### src/rtl/sram_ctrl_pkg.sv
package sram_ctrl_pkg;

  typedef enum logic [2:0] {
    ST_IDLE, ST_TURN, ST_WADDR, ST_WPULSE, ST_WEND, ST_RACC, ST_RDONE
  } ctrl_state_e;

  // ceil(ns/per), at least one cycle
  function automatic int unsigned cyc_ceil(int unsigned ns, int unsigned per);
    int unsigned c;
    c = (ns + per - 1) / per;
    return (c == 0) ? 1 : c;
  endfunction

  function automatic int unsigned umax(int unsigned a, int unsigned b);
    return (a > b) ? a : b;
  endfunction

endpackage

### src/rtl/sram_phase_timer.sv
module sram_phase_timer #(
  parameter int unsigned CW = 3
) (
  input  logic          clk_i,
  input  logic          rst_ni,
  input  logic          load_i,
  input  logic [CW-1:0] load_val_i,
  output logic          expired_o
);
  logic [CW-1:0] cnt_q;

  always_ff @(posedge clk_i or negedge rst_ni) begin
    if (!rst_ni)            cnt_q <= '0;
    else if (load_i)        cnt_q <= load_val_i;
    else if (cnt_q != '0)   cnt_q <= cnt_q - 1'b1;
  end

  assign expired_o = (cnt_q == '0);
endmodule

### src/rtl/sram_ctrl_fsm.sv
module sram_ctrl_fsm
  import sram_ctrl_pkg::*;
#(
  parameter int unsigned N_WE   = 3,
  parameter int unsigned N_WEND = 1,
  parameter int unsigned N_ACC  = 3,
  parameter int unsigned N_TURN = 2,
  parameter int unsigned CW     = 3
) (
  input  logic          clk_i,
  input  logic          rst_ni,
  input  logic          fire_i,
  input  logic          wr_i,
  input  logic          expired_i,
  output logic          load_o,
  output logic [CW-1:0] load_val_o,
  output ctrl_state_e   st_o,
  output ctrl_state_e   nxt_o
);
  localparam logic [CW-1:0] L_WE   = CW'(N_WE - 1);
  localparam logic [CW-1:0] L_WEND = CW'(N_WEND - 1);
  localparam logic [CW-1:0] L_ACC  = CW'(N_ACC - 1);
  localparam logic [CW-1:0] L_TURN = CW'(N_TURN - 1);

  ctrl_state_e st_q, nxt;
  logic        last_rd_q;

  always_comb begin
    nxt        = st_q;
    load_o     = 1'b0;
    load_val_o = '0;
    unique case (st_q)
      ST_IDLE: if (fire_i) begin
        if (!wr_i) begin
          nxt = ST_RACC; load_o = 1'b1; load_val_o = L_ACC;
        end else if (last_rd_q) begin
          nxt = ST_TURN; load_o = 1'b1; load_val_o = L_TURN;
        end else begin
          nxt = ST_WADDR;
        end
      end
      ST_TURN:   if (expired_i) nxt = ST_WADDR;
      ST_WADDR:  begin nxt = ST_WPULSE; load_o = 1'b1; load_val_o = L_WE; end
      ST_WPULSE: if (expired_i) begin
        nxt = ST_WEND; load_o = 1'b1; load_val_o = L_WEND;
      end
      ST_WEND:   if (expired_i) nxt = ST_IDLE;
      ST_RACC:   if (expired_i) nxt = ST_RDONE;
      ST_RDONE:  nxt = ST_IDLE;
      default:   nxt = ST_IDLE;
    endcase
  end

  always_ff @(posedge clk_i or negedge rst_ni) begin
    if (!rst_ni) begin
      st_q      <= ST_IDLE;
      last_rd_q <= 1'b0;
    end else begin
      st_q <= nxt;
      if (nxt == ST_RACC)       last_rd_q <= 1'b1;
      else if (nxt == ST_WADDR) last_rd_q <= 1'b0;
    end
  end

  assign st_o  = st_q;
  assign nxt_o = nxt;
endmodule

### src/rtl/sram_ctrl.sv
module sram_ctrl
  import sram_ctrl_pkg::*;
#(
  parameter int unsigned ADDR_W       = 17,
  parameter int unsigned DATA_W       = 8,
  parameter int unsigned CLK_PERIOD_NS = 5,
  parameter int unsigned T_ACC_NS     = 15,
  parameter int unsigned T_WP_NS      = 12,
  parameter int unsigned T_SD_NS      = 8,
  parameter int unsigned T_WC_NS      = 15,
  parameter int unsigned T_HZ_NS      = 7
) (
  input  logic              clk_i,
  input  logic              rst_ni,
  input  logic              req_i,
  input  logic              wr_i,
  input  logic [ADDR_W-1:0] addr_i,
  input  logic [DATA_W-1:0] wdata_i,
  output logic              ready_o,
  output logic [DATA_W-1:0] rdata_o,
  output logic              rvalid_o,
  output logic              mem_ce1_n_o,
  output logic              mem_ce2_o,
  output logic              mem_oe_n_o,
  output logic              mem_we_n_o,
  output logic [ADDR_W-1:0] mem_addr_o,
  output logic [DATA_W-1:0] mem_dq_o,
  output logic              mem_dq_oe_o,
  input  logic [DATA_W-1:0] mem_dq_i
);
  localparam int unsigned N_ACC  = cyc_ceil(T_ACC_NS, CLK_PERIOD_NS);
  localparam int unsigned N_WE   = umax(cyc_ceil(T_WP_NS, CLK_PERIOD_NS),
                                        cyc_ceil(T_SD_NS, CLK_PERIOD_NS) + 1);
  localparam int unsigned N_WC   = cyc_ceil(T_WC_NS, CLK_PERIOD_NS);
  localparam int unsigned N_WEND = (N_WC > N_WE + 1) ? (N_WC - N_WE - 1) : 1;
  localparam int unsigned N_TURN = cyc_ceil(T_HZ_NS, CLK_PERIOD_NS);
  localparam int unsigned N_MAX  = umax(umax(N_ACC, N_WE), umax(N_WEND, N_TURN));
  localparam int unsigned CW     = $clog2(N_MAX + 1);

  ctrl_state_e   st, nxt;
  logic          fire, tmr_load, tmr_exp, sel_nxt;
  logic [CW-1:0] tmr_val;
  logic [ADDR_W-1:0] addr_q;
  logic [DATA_W-1:0] wdata_q, rdata_q;
  logic          rvalid_q;
  logic          ce1_n_q, ce2_q, oe_n_q, we_n_q, dq_oe_q;

  assign ready_o = (st == ST_IDLE);
  assign fire    = req_i & ready_o;

  sram_phase_timer #(.CW(CW)) u_timer (
    .clk_i      (clk_i),
    .rst_ni     (rst_ni),
    .load_i     (tmr_load),
    .load_val_i (tmr_val),
    .expired_o  (tmr_exp)
  );

  sram_ctrl_fsm #(
    .N_WE(N_WE), .N_WEND(N_WEND), .N_ACC(N_ACC), .N_TURN(N_TURN), .CW(CW)
  ) u_fsm (
    .clk_i      (clk_i),
    .rst_ni     (rst_ni),
    .fire_i     (fire),
    .wr_i       (wr_i),
    .expired_i  (tmr_exp),
    .load_o     (tmr_load),
    .load_val_o (tmr_val),
    .st_o       (st),
    .nxt_o      (nxt)
  );

  always_ff @(posedge clk_i or negedge rst_ni) begin
    if (!rst_ni) begin
      addr_q  <= '0;
      wdata_q <= '0;
    end else if (fire) begin
      addr_q  <= addr_i;
      wdata_q <= wdata_i;
    end
  end

  // strobes from flops, decoded from next state
  assign sel_nxt = (nxt == ST_WADDR) || (nxt == ST_WPULSE) ||
                   (nxt == ST_WEND)  || (nxt == ST_RACC);

  always_ff @(posedge clk_i or negedge rst_ni) begin
    if (!rst_ni) begin
      ce1_n_q <= 1'b1;
      ce2_q   <= 1'b0;
      oe_n_q  <= 1'b1;
      we_n_q  <= 1'b1;
      dq_oe_q <= 1'b0;
    end else begin
      ce1_n_q <= ~sel_nxt;
      ce2_q   <= sel_nxt;
      oe_n_q  <= ~(nxt == ST_RACC);
      we_n_q  <= ~(nxt == ST_WPULSE);
      // drive only from the second strobe cycle; drop with the rising strobe
      dq_oe_q <= (nxt == ST_WPULSE) && (st == ST_WPULSE);
    end
  end

  always_ff @(posedge clk_i or negedge rst_ni) begin
    if (!rst_ni) begin
      rdata_q  <= '0;
      rvalid_q <= 1'b0;
    end else begin
      rvalid_q <= (st == ST_RACC) && tmr_exp;
      if ((st == ST_RACC) && tmr_exp) rdata_q <= mem_dq_i;
    end
  end

  assign rdata_o     = rdata_q;
  assign rvalid_o    = rvalid_q;
  assign mem_ce1_n_o = ce1_n_q;
  assign mem_ce2_o   = ce2_q;
  assign mem_oe_n_o  = oe_n_q;
  assign mem_we_n_o  = we_n_q;
  assign mem_addr_o  = addr_q;
  assign mem_dq_o    = wdata_q;
  assign mem_dq_oe_o = dq_oe_q;
endmodule

### config.mk
export PLATFORM = sky130hd
export DESIGN_NAME = sram_ctrl
export DESIGN_NICKNAME = d
export VERILOG_FILES = /design/src/rtl/sram_ctrl_pkg.sv /design/src/rtl/sram_phase_timer.sv /design/src/rtl/sram_ctrl_fsm.sv /design/src/rtl/sram_ctrl.sv
export SDC_FILE = /design/constraint.sdc
export NUM_CORES = 1
export LEC_CHECK = 0
export ABC_CLOCK_PERIOD_IN_PS = 1900
export BUFFER_PORTS_ARGS = -buffer_cell sky130_fd_sc_hd__buf_2
export CAP_MARGIN = 0
export CORE_MARGIN = 4
export CORE_UTILIZATION = 47
export CTS_CLUSTER_DIAMETER = 50
export CTS_CLUSTER_SIZE = 20
export DETAILED_ROUTE_END_ITERATION = 8
export GPL_ROUTABILITY_DRIVEN = 0
export PLACE_DENSITY = 0.79
export SLEW_MARGIN = 5
export SYNTH_ARGS = -nofsm -noshare
export SYNTH_HDL_FRONTEND = slang
export SYNTH_SLANG_ARGS = --single-unit
### constraint.sdc
create_clock -name clk_i -period 1.9 [get_ports clk_i]
set_input_delay 0.38 -clock clk_i [delete_from_list [all_inputs] [get_ports clk_i]]
set_output_delay 0.38 -clock clk_i [all_outputs]
set_load 0.05 [all_outputs]
Yosys cells after proc, flatten, opt, wreduce, memory -nomap -nowiden --
Index checks and enable logic that the tools add are counted.
Storage, ports and cells: input port bits 37, flip-flop bits (word level) 45, logic and storage cells 57, output and inout port bits 40
Operators by class: $add $sub $neg 1, multiplexer cells 21, equality and inequality tests 9, bitwise operators 4, reductions and logical operators 10
Operators by type and width (count):
- $mux W3 | 6
- $pmux W3 S6 | 1
- $eq A3 B2 Y1 const B | 4
- $eq A3 B3 Y1 const B | 4
- $mux W2 | 5
- $mux W1 | 7
- $reduce_bool A2 Y1 | 3
- $pmux W2 S2 | 1
- $eq A3 B1 Y1 const B | 1
- $logic_not A3 Y1 | 1
- $logic_or A1 B1 Y1 | 3
- $not A1 Y1 | 3
- $pmux W1 S3 | 1
- $logic_and A1 B1 Y1 | 2
- $logic_not A2 Y1 | 1
- $sub A2 B1 Y2 const B | 1
- $and A1 B1 Y1 | 1

Logic depth before layout (Yosys ltp) --
Gate-level depths: netlist of run 1.
word-level depth 9, mapped depth 7, gate-level depth less buffers 6

By module --
Synthesis of run 1 repeated with hierarchy kept, for this count alone.
Second synthesis, totals: cells, all modules 133, area, all modules 1861.8 µm²
Modules (own cells, without submodules):
- sram_ctrl | seq. area each 979.7 µm², cells each 84, area each 1451.4 µm², times used 1
- sram_ctrl_fsm | seq. area each 100.1 µm², cells each 37, area each 296.5 µm², times used 1
- sram_phase_timer | seq. area each 50.0 µm², cells each 12, area each 113.9 µm², times used 1

Worst setup path after synthesis of run 1 --
OpenSTA, ideal clock, no wires.
path kind flip-flop to output port, start point reg u_fsm.st_q[1] (netlist: u_fsm.st_o[1]), end point out ready_o, stages on the path, launching flop included 3, arrival time 1655 ps, setup slack -135 ps, required time 1520 ps, buffers on the path 1, cells stage by stage dfrtp_1 -> buf_2 -> nor3_1
On the way: longest elaborated chain between the ends 1
RTL lines:
- start, declared | RTL line sram_ctrl_fsm.sv:25 | ctrl_state_e st_q, nxt;
- start signal, assigned | RTL line sram_ctrl_fsm.sv:59 | st_q <= nxt;
- $logic_not A3 Y1 | RTL line sram_ctrl.sv:48 | assign ready_o = (st == ST_IDLE);
- end, declared | RTL line sram_ctrl.sv:19 | output logic ready_o,
Every way passes these cells.

Worst setup path in the final report of run 1 --
Same ends and word-level chain as after synthesis.

==> results of run 1 <==
[through the flow]
step / worst slack, ns / util (%)
after global placement: 0.351 / 61.5
after detailed placement: 0.317 / 61.5
final: 0.206 / 64.6
after floorplan: 0.264 / -
after global routing: 0.133 / 64.6
after CTS: 0.190 / 64.6
[state kept, by name, indices dropped and copies added (netlist names), 2 cells and up]
| signal | flops |
|---|---|
| mem_addr_o | 17 |
| mem_dq_o | 8 |
| rdata_o | 8 |
| u_fsm.st_o | 3 |
| u_timer.cnt_q | 2 |
[final cells by class]
| class | instances | area [µm²] |
|---|---|---|
| multi-input cells | 76 | 638 |
| repair buffers | 80 | 435 |
| well taps | 48 | 60.1 |
| inverters | 6 | 22.5 |
| fillers | 318 | 1310 |
| flip-flops and latches | 45 | 1130 |
| clock buffers | 7 | 86.3 |
| clock inverters | 1 | 30.0 |
[cell usage after synthesis]
cell / instances
sky130_fd_sc_hd__dfstp_2: 3
sky130_fd_sc_hd__or2_2: 1
sky130_fd_sc_hd__o31ai_1: 2
sky130_fd_sc_hd__nor2b_1: 3
sky130_fd_sc_hd__xor2_1: 1
sky130_fd_sc_hd__mux2_1: 2
sky130_fd_sc_hd__dfrtp_1: 42
sky130_fd_sc_hd__mux2_2: 31
sky130_fd_sc_hd__nand2b_1: 1
sky130_fd_sc_hd__o211ai_1: 1
sky130_fd_sc_hd__inv_1: 6
sky130_fd_sc_hd__nor3b_1: 1
sky130_fd_sc_hd__a21oi_1: 3
sky130_fd_sc_hd__clkbuf_1: 1
sky130_fd_sc_hd__buf_2: 2
sky130_fd_sc_hd__nand3_1: 1
sky130_fd_sc_hd__nand2_1: 9
sky130_fd_sc_hd__o22ai_1: 2
sky130_fd_sc_hd__o21ai_0: 5
sky130_fd_sc_hd__nor2_1: 4
sky130_fd_sc_hd__ha_1: 1
sky130_fd_sc_hd__o31a_1: 1
sky130_fd_sc_hd__nand3b_1: 1
sky130_fd_sc_hd__o2bb2ai_1: 1
sky130_fd_sc_hd__a21o_1: 1
sky130_fd_sc_hd__nor3_1: 2
sky130_fd_sc_hd__buf_6: 3
sky130_fd_sc_hd__nor4b_4: 1
sky130_fd_sc_hd__nand4_1: 1
[worst max-delay path: cells and delay by family, from the launching register on]
| kind | cells | cell delay [ns] |
|---|---|---|
| and+or+nand+nor | 1 | 0.22 |
| DFF | 1 | 0.51 |
| buffers and inverters | 1 | 0.28 |
[metal layers]
layer	wire, µm	vias to the layer above	GRT usage [%]
met5	0	-	0
met4	52	0	6.38
met3	357	6	7.91
met2	1830	50	26.9
met1	1510	603	19.8
li1	-	620	-
[final timing paths]
check                                        endpoint  cells past startpoint
max in group asynchronous      rdata_o[2]$_DFFE_PN0P_                      2
min                            rdata_o[3]$_DFFE_PN0P_                      1
max                                           ready_o                      2
max reg2reg                mem_addr_o[10]$_DFFE_PN0N_                      3
min in group clk_i          mem_addr_o[5]$_DFFE_PN0N_                      2
min reg2reg                   mem_dq_o[3]$_DFFE_PN0N_                      1
[kinds of logic after synthesis]
family / synth area share (%)
adders and majority gates: 0.682
buffers and inverters: 3.82
muxes: 20.3
xor gates and xnor gates: 0.478
and+or+nand+nor: 7.65
AOI/OAI and AO/OA: 5.46
DFF: 61.6
==> flow_summary.json, run 1 <==
{
  "netlist.area_leader.share_pct": 57.3,
  "post-cts-setup-buffer-count": 0,
  "grt_first_pass_wirelength_um": 6490,
  "final_cell_area_um2": 2400,
  "cts_root_buf": "sky130_fd_sc_hd__clkbuf_8",
  "crit_path_max_incr_delay_ns": 0.51,
  "numClockSinks": 45,
  "r2r-start": "u_fsm.st_o[1]$_DFF_PN0_",
  "worst_setup_hold_path_clk_slew_ns": 0.08,
  "fraction_of_layout_cells_with_a_size_suffix_above_1_pct": 57.7,
  "placedCellCount": 255,
  "timing.clock.skew_ns": 0.00821,
  "commonest_non_fill_non_tap_cells_in_the_layout": "sky130_fd_sc_hd__buf_2, sky130_fd_sc_hd__dfrtp_1, sky130_fd_sc_hd__mux2_2",
  "tns_ns": 0,
  "hold_slack_ns": 0.00906,
  "hold_path_class": "in -> async",
  "floorplan.rows": 22,
  "postPlaceCellArea_um2": 2290,
  "setup_slack_reg_to_reg_ns": 0.32,
  "timing.setup.critical_path_class": "reg -> out",
  "start_kind": "flop",
  "timing.final.crit_share_pct": 89.1,
  "number_of_global_route_vias_before_repair": 1406,
  "synth_area_per_cell_um2": 13.8,
  "design.die.area_um2": 4960,
  "sum_of_overflow_across_all_layers_after_global_routing": 0,
  "final.min_clock_period_ns": 1.69,
  "yosysWarnings": 0,
  "die_height_um": 70.5,
  "critical_path_arrival_ns": 1.31,
  "grt_util_all_layers_pct": 16.9,
  "worst_skew_pair.late_latency_ns": 0.30,
  "leading_post_synthesis_cells_by_cell_area": "sky130_fd_sc_hd__dfrtp_1, sky130_fd_sc_hd__mux2_2, sky130_fd_sc_hd__dfstp_2",
  "antenna_found_initial": 0,
  "hold_viol": 0,
  "max_cap_violations": 0,
  "via_per_inst": 4.86,
  "timing.fmax_mhz": 590,
  "stdcell_count": 263,
  "io_pins": 77,
  "postCtsResizedCells": 0,
  "final_nets": 252,
  "ctsHtreeMaxLevel": 2,
  "clk_path_buf_depth": 2,
  "ys_seq_area_share_pct": 61.6,
  "data_required_time_at_the_worst_endpoint_ns": 1.52,
  "floorplan.initialDensity_pct": 49.3,
  "wl_per_cell_um": 14.2,
  "antenna-diode-count": 0,
  "path_cells": "nor3_2 -> buf_2",
  "synth_top_area_cell": "sky130_fd_sc_hd__dfrtp_1",
  "antenna_violating_nets_post_route": 0,
  "chipWidth_um": 70.5,
  "routed_wl_um": 3750,
  "max_slew.worst_pin.slew_ns": 0.433,
  "cts_hold_repair.buffers": 0,
  "critical_path.max_fanout": 11,
  "grt_start_max_net_pins": 29,
  "worst_slew_margin_pct": 71.1,
  "ys_ff_latch": 45,
  "netlist_area_before_placement_um2": 1830,
  "run_status": "finished, final reports clean",
  "synthesis.instances": 133,
  "drt_first_iter_violations": 79,
  "setup_repair_after_global_routing_missed_its_margin": "false",
  "hpwl_um": 2840,
  "io_buffer_count": 76,
  "num_vias": 1279,
  "leading_cell_type_in_the_layout_fill_and_taps_excluded": "sky130_fd_sc_hd__buf_2",
  "finalSetupViolations": 0,
  "syn-num-nets": 171,
  "slew_viol_final": 0,
  "detailedRoute.firstPassIterationCount": 6,
  "worst_path_max_delay_cell": "sky130_fd_sc_hd__dfrtp_1",
  "crit_path_start": "u_fsm.st_o[1]$_DFF_PN0_",
  "fp.coreArea_um2": 3720,
  "drcViolationCount": 0,
  "cts_tree": "yes",
  "areaGrowthSynthToFinish_pct": 31.1,
  "ys_types": 29,
  "timing.critical_path.to_type": "output port",
  "numCtsBuffers": 5
}
Power of run 1 is not shown: default switching activity piles up to over one toggle a cycle in this logic, so the estimate is an artifact.
==> run 2: changes to the inputs <==
- CORE_ASPECT_RATIO: unset -> 2
- PLACE_DENSITY: 0.79 -> 0.78
- SYNTH_HIERARCHICAL: unset -> 1
==> flow_summary.json, run 2 <==
{
  "run_status": "finished, final reports clean",
  "synth_area_per_cell_um2": 14.0,
  "io_pins": 77,
  "start_kind": "flop",
  "synth_flop_type": "sky130_fd_sc_hd__dfrtp_1",
  "antenna_found_initial": 0,
  "commonest_non_fill_non_tap_cells_in_the_layout": "sky130_fd_sc_hd__buf_2, sky130_fd_sc_hd__dfrtp_1, sky130_fd_sc_hd__mux2_2",
  "num-fill-cells": 327,
  "slew_viol_final": 0,
  "finalSetupViolations": 0,
  "timing.clock.skew_ns": 0.00726,
  "fp.coreArea_um2": 3840,
  "timing.fmax_mhz": 568,
  "ctsHtreeMaxLevel": 2,
  "final.min_clock_period_ns": 1.76,
  "max_cap_violations": 0,
  "floorplan.initialDensity_pct": 48.4,
  "antenna-diode-count": 0,
  "detailedRoute.firstPassIterationCount": 4,
  "cts_root_buf": "sky130_fd_sc_hd__clkbuf_8",
  "ys_types": 33,
  "grt_util_all_layers_pct": 16.0,
  "ys_seq_area_share_pct": 60.7,
  "hold_slack_ns": 0.0508,
  "routed_wl_um": 3720,
  "worst_setup_hold_path_clk_slew_ns": 0.09,
  "drcViolationCount": 0,
  "ys_ff_latch": 45,
  "grt_start_max_net_pins": 27,
  "synth_async_sr_flop_share_pct": 100,
  "synth_enable_flop_cells": 0,
  "timing.critical_path.to_type": "flop",
  "numClockSinks": 45,
  "post_synth_most_frequent_cells": "sky130_fd_sc_hd__dfrtp_1, sky130_fd_sc_hd__mux2_2, sky130_fd_sc_hd__nand2_1, sky130_fd_sc_hd__inv_1, sky130_fd_sc_hd__o21ai_0",
  "grt_first_pass_wirelength_um": 6200,
  "worst_slew_margin_pct": 64.6,
  "synth_top_family_by_area": "multiplexers",
  "fraction_of_layout_cells_with_a_size_suffix_above_1_pct": 61.9,
  "synth_most_common_cell": "sky130_fd_sc_hd__dfrtp_1",
  "netlist.area_leader.share_pct": 56.5,
  "antenna_violating_nets_post_route": 0,
  "timing.setup.critical_path_class": "reg -> reg",
  "hold_path_class": "in -> async",
  "netlist_area_before_placement_um2": 1860,
  "worst_skew_pair.late_latency_ns": 0.29,
  "leading_cell_type_in_the_layout_fill_and_taps_excluded": "sky130_fd_sc_hd__buf_2",
  "chipWidth_um": 52.5,
  "yosys.area_share.simple_pct": 9.48,
  "num_vias": 1369,
  "max_slew.worst_pin.slew_ns": 0.530,
  "worst_reg2reg_path_depth": 7,
  "synth-adder-area-share_pct": 0.672,
  "tns_ns": 0,
  "sum_of_overflow_across_all_layers_after_global_routing": 0,
  "largest_reg_flops": 17,
  "synth-compound-area-share_pct": 5.31,
  "leading_post_synthesis_cells_by_cell_area": "sky130_fd_sc_hd__dfrtp_1, sky130_fd_sc_hd__mux2_2, sky130_fd_sc_hd__dfstp_2",
  "synth_top_area_cell": "sky130_fd_sc_hd__dfrtp_1",
  "data_required_time_at_the_worst_endpoint_ns": 2.11,
  "setup_slack_reg_to_reg_ns": 0.14,
  "yosysWarnings": 6,
  "design.die.area_um2": 5090,
  "hpwl_um": 2980,
  "r2r-start": "u_timer/cnt_q[0]$_DFFE_PN0P_",
  "floorplan.rows": 32,
  "hold_viol": 0,
  "final_nets": 260,
  "drt_first_iter_violations": 16,
  "reg2reg_to": "mem_dq_oe_o$_DFF_PN0_",
  "xor_xnor_portion_of_the_synthesized_cell_area_pct": 0.941,
  "cts_tree": "yes",
  "clk_path_buf_depth": 2,
  "io_buffer_count": 76,
  "setup_repair_after_global_routing_missed_its_margin": "false",
  "wl_per_cell_um": 13.6,
  "critical_path.max_fanout": 10,
  "critical_path_arrival_ns": 1.97,
  "timing.final.crit_share_pct": 92.7,
  "yosys-mux-area-fraction_pct": 20.0,
  "synthesis.instances": 133,
  "via_per_inst": 5.00,
  "areaGrowthSynthToFinish_pct": 32.4,
  "numCtsBuffers": 5,
  "cts_hold_repair.buffers": 0,
  "die_height_um": 97.0,
  "number_of_global_route_vias_before_repair": 1425,
  "syn-num-nets": 171
}
## run 2: metal layers
layer,GRT usage [%],share of wire (%),routed length [µm],up-vias
met5,0,0,0,-
met4,6.50,1.9,72,0
met3,3.70,6.6,244,5
met2,29.7,56,2100,65
met1,16.0,35,1300,652
li1,-,-,-,647
## run 2: area by class of cell
class                      instances  area, µm²  area share (%)
sequential                        45       1130            45.9
multi-input combinational         78        697            28.3
timing repair buffer              86        455            18.5
clock buffer                       5       68.8            2.79
tap                               51       63.8            2.59
clock inverter                     3       25.0            1.02
inverter                           6       22.5           0.914
## run 2: cells by family after synthesis
group                    count (synthesis)
flip-flops                              45
multiplexers                            33
adder cells (fa/ha/maj)                  1
XOR/XNOR                                 2
AO/OA/AOI/OAI                           15
AND/OR/NAND/NOR                         27
buffers and inverters                   10
## run 2: worst max path at each step
stage | from | to | slack, ns | cells past startpoint
after detailed placement | u_fsm/st_o[1]$_DFF_PN0_ | mem_dq_oe_o$_DFF_PN0_ | -0.01 | 6
after global placement | u_fsm/st_o[1]$_DFF_PN0_ | mem_dq_oe_o$_DFF_PN0_ | 0.06 | 6
after global routing | u_fsm/st_o[2]$_DFF_PN0_ | mem_dq_oe_o$_DFF_PN0_ | 0.01 | 7
after CTS | u_timer/cnt_q[0]$_DFFE_PN0P_ | mem_dq_oe_o$_DFF_PN0_ | 0.07 | 6
final | u_timer/cnt_q[0]$_DFFE_PN0P_ | mem_dq_oe_o$_DFF_PN0_ | 0.14 | 7
after floorplan | u_fsm/st_o[1]$_DFF_PN0_ | mem_dq_oe_o$_DFF_PN0_ | -0.08 | 7
## run 2: critical path, stage by stage (launching register included)
cell and delay, ns:
sky130_fd_sc_hd__dfrtp_1 0.38, sky130_fd_sc_hd__inv_1 0.06, sky130_fd_sc_hd__ha_1 0.32, sky130_fd_sc_hd__and3b_1 0.21, sky130_fd_sc_hd__o21ai_0 0.20, sky130_fd_sc_hd__o21ai_2 0.12
sky130_fd_sc_hd__nand3b_1 0.21, sky130_fd_sc_hd__nor3_2 0.17
## run 2: what timing repair did
action                                  in CTS  in global routing
endpoints found under the setup margin       1                  1
buffers inserted                             2                  0
resized for setup                            0                  3
pin swaps                                    1                  0
## run 2: metrics by stage
| step | area [µm²] | setup WS, ns | utilization, % | instances |
|---|---|---|---|---|
| finish | 2460 | 0.139 | 64.1 | 274 |
| floorplan | 1880 | -0.0818 | - | 133 |
| detailed placement | 2350 | -0.00999 | 61.1 | 264 |
| global route | 2460 | 0.0105 | 64.1 | 274 |
| CTS | 2460 | 0.0743 | 63.9 | 274 |
| global placement | 2350 | 0.0650 | 61.1 | 264 |
Power of run 2 is left out for the same reason.
==> run 3: changes to the inputs <==
- ABC_AREA: unset -> 1
- CORE_MARGIN: 4 -> unset
- CORE_UTILIZATION: 47 -> 48
- PLACE_DENSITY: 0.78 -> 0.79
==> flow_summary.json, run 3 <==
{
  "clk_path_buf_depth": 2,
  "timing.clock.skew_ns": 0.00378,
  "detailedRoute.firstPassIterationCount": 4,
  "number_of_global_route_vias_before_repair": 1845,
  "crit_path_max_incr_delay_ns": 0.44,
  "synth_area_per_cell_um2": 8.81,
  "num_vias": 1854,
  "syn-num-nets": 260,
  "num-fill-cells": 365,
  "timing.critical_path.to_type": "flop",
  "critical_path_arrival_ns": 1.89,
  "ys_types": 21,
  "final.min_clock_period_ns": 1.67,
  "path_common_cell": "sky130_fd_sc_hd__nor2_1",
  "final_nets": 343,
  "ys_ff_latch": 45,
  "routed_wl_um": 4610,
  "yosys.area_share.simple_pct": 33.8,
  "antenna_found_initial": 0,
  "start_kind": "flop",
  "yosysWarnings": 6,
  "hpwl_um": 3280,
  "fp.coreArea_um2": 3880,
  "cts_tree": "yes",
  "worst_path_max_delay_cell": "sky130_fd_sc_hd__dfrtp_2",
  "synth_top_area_cell": "sky130_fd_sc_hd__dfrtp_1",
  "hold_path_class": "in -> async",
  "die_height_um": 92.3,
  "grt_first_pass_wirelength_um": 7710,
  "slew_viol_final": 0,
  "worst_path_dominant_cell_family": "simple AND/OR/NAND/NOR gates",
  "synth_top_family_by_area": "simple AND/OR/NAND/NOR gates",
  "irDropWorstVdd_v": 0.00121,
  "commonest_non_fill_non_tap_cells_in_the_layout": "sky130_fd_sc_hd__nand2_1, sky130_fd_sc_hd__buf_2, sky130_fd_sc_hd__dfrtp_1",
  "synthesis.instances": 222,
  "drcViolationCount": 0,
  "floorplan.initialDensity_pct": 50.4,
  "numClockSinks": 45,
  "data_required_time_at_the_worst_endpoint_ns": 2.12,
  "reg2reg_to": "mem_dq_oe_o$_DFF_PN0_",
  "antenna-diode-count": 0,
  "finalSetupViolations": 0,
  "run_status": "finished, final reports clean",
  "wl_per_cell_um": 12.9,
  "areaGrowthSynthToFinish_pct": 29.2,
  "timing.final.crit_share_pct": 88.0,
  "io_buffer_count": 76,
  "worst_skew_pair.late_latency_ns": 0.29,
  "worst_slew_margin_pct": 64.2,
  "design.die.area_um2": 4350,
  "chipWidth_um": 47.1,
  "multi_input_comb_area_um2": 728,
  "fraction_of_layout_cells_with_a_size_suffix_above_1_pct": 34.3,
  "synth_flop_type": "sky130_fd_sc_hd__dfrtp_1",
  "via_per_inst": 5.19,
  "max_cap_violations": 0,
  "worst_reg2reg_path_depth": 11,
  "hold_viol": 0,
  "crit_path_start": "u_fsm/st_o[2]$_DFF_PN0_",
  "max_slew.worst_pin.slew_ns": 0.536,
  "pwr_density_cell_nw_per_um2": 2130,
  "io_pins": 77,
  "leading_post_synthesis_cells_by_cell_area": "sky130_fd_sc_hd__dfrtp_1, sky130_fd_sc_hd__nand2_1, sky130_fd_sc_hd__nand4_1",
  "worst_setup_hold_path_clk_slew_ns": 0.08,
  "setup_slack_reg_to_reg_ns": 0.23,
  "tns_ns": 0,
  "synth-adder-area-share_pct": 0.640,
  "seq_area_um2": 1130,
  "timing.setup.critical_path_class": "reg -> reg",
  "critPathBufInv": 2,
  "synth_most_common_cell": "sky130_fd_sc_hd__nand2_1",
  "r2r-start": "u_fsm/st_o[2]$_DFF_PN0_",
  "leading_cell_type_in_the_layout_fill_and_taps_excluded": "sky130_fd_sc_hd__nand2_1",
  "xor_xnor_portion_of_the_synthesized_cell_area_pct": 0.448,
  "post_synth_most_frequent_cells": "sky130_fd_sc_hd__nand2_1, sky130_fd_sc_hd__dfrtp_1, sky130_fd_sc_hd__nand4_1, sky130_fd_sc_hd__nand3_1, sky130_fd_sc_hd__inv_1",
  "ys_seq_area_share_pct": 57.8,
  "netlist_area_before_placement_um2": 1960,
  "antenna_violating_nets_post_route": 0,
  "yosys-mux-area-fraction_pct": 0,
  "hold_slack_ns": 0.0589,
  "power.leakage_nw": 1.42,
  "path_cells": "nor2_4 -> nand3_4 -> inv_1 -> nand3_2 -> nor2_2 -> nor2_1 -> a21oi_2 -> inv_1 -> nor2_1 -> nand2_1 -> nor2_1",
  "drt_first_iter_violations": 29,
  "numCtsBuffers": 5,
  "timing.fmax_mhz": 598,
  "sum_of_overflow_across_all_layers_after_global_routing": 0,
  "synth_enable_flop_cells": 0,
  "netlist.area_leader.share_pct": 53.7,
  "critical_path.max_fanout": 4,
  "largest_reg_flops": 17,
  "grt_util_all_layers_pct": 24.5,
  "synth-compound-area-share_pct": 1.79,
  "floorplan.rows": 32,
  "cts_hold_repair.buffers": 0,
  "grt_start_max_net_pins": 26,
  "path_depth": 11,
  "setup_repair_after_global_routing_missed_its_margin": "false",
  "synth_async_sr_flop_share_pct": 100,
  "ctsHtreeMaxLevel": 2,
  "cts_root_buf": "sky130_fd_sc_hd__clkbuf_8"
}
[run 3: worst max path at each step]
stage / end / slack (ns)
after floorplan: mem_dq_oe_o$_DFF_PN0_ / 0.08
after global placement: mem_dq_oe_o$_DFF_PN0_ / 0.24
after detailed placement: mem_dq_oe_o$_DFF_PN0_ / 0.14
after CTS: mem_dq_oe_o$_DFF_PN0_ / 0.12
after global routing: mem_dq_oe_o$_DFF_PN0_ / 0.03
final: mem_dq_oe_o$_DFF_PN0_ / 0.23
[run 3: cells by family (layout without fill, tap and decap cells)]
group,count (synthesis),count (layout)
and+or+nand+nor,143,143
xor gates and xnor gates,1,1
buffers and inverters,26,110
AOI/OAI and AO/OA,6,6
DFF,45,45
adders and majority gates,1,1
[run 3: metal layers]
metal  GRT usage [%]  routed length (µm)  up-vias  part of all wire, %
met5               0                   0        -                    0
met4            13.1                 135        0                  2.9
met3            4.33                 188       13                  4.1
met2            42.6                2570       67                   56
met1            25.8                1710      877                   37
li1                -                   -      897                    -
[run 3: worst register-to-register path, stage by stage, from the launching register on]
cell and delay [ns]:
sky130_fd_sc_hd__dfrtp_2 0.44, sky130_fd_sc_hd__nor2_4 0.15, sky130_fd_sc_hd__nand3_4 0.08, sky130_fd_sc_hd__inv_1 0.10, sky130_fd_sc_hd__nand3_2 0.11, sky130_fd_sc_hd__nor2_2 0.12
sky130_fd_sc_hd__nor2_1 0.08, sky130_fd_sc_hd__a21oi_2 0.15, sky130_fd_sc_hd__inv_1 0.06, sky130_fd_sc_hd__nor2_1 0.13, sky130_fd_sc_hd__nand2_1 0.09, sky130_fd_sc_hd__nor2_1 0.10
[run 3: what timing repair did]
action / CTS / global route
gates resized for setup: 0 / 5
endpoints found under the setup margin: 0 / 4
setup buffers: 0 / 2
[run 3: power by group]
part	internal, W	total [W]	switching, W
clock network	0.000261	0.000553	0.000292
registers	0.00142	0.00165	0.000226
logic	0.000742	0.00319	0.00245
total	0.00243	0.00539	0.00297
[run 3: layout make-up]
class / count / area share [%]
flip-flops and latches: 45 / 44.8
multi-input cells: 151 / 28.8
repair buffers: 85 / 18.2
clock buffers: 8 / 3.17
inverters: 17 / 2.52
well taps: 51 / 2.52
[run 3: metrics by stage]
stage               std cells  power, W  utilization (%)  area (µm²)  setup WS [ns]
finish                    357   0.00539             65.1        2530          0.229
global route              357   0.00577             65.1        2530         0.0313
CTS                       355   0.00538             64.4        2500          0.125
detailed placement        347   0.00481             62.3        2420          0.143
global placement          347   0.00474             62.3        2420          0.241
floorplan                 222   0.00404                -        1960         0.0832
Power figures use the tool's default switching activity.
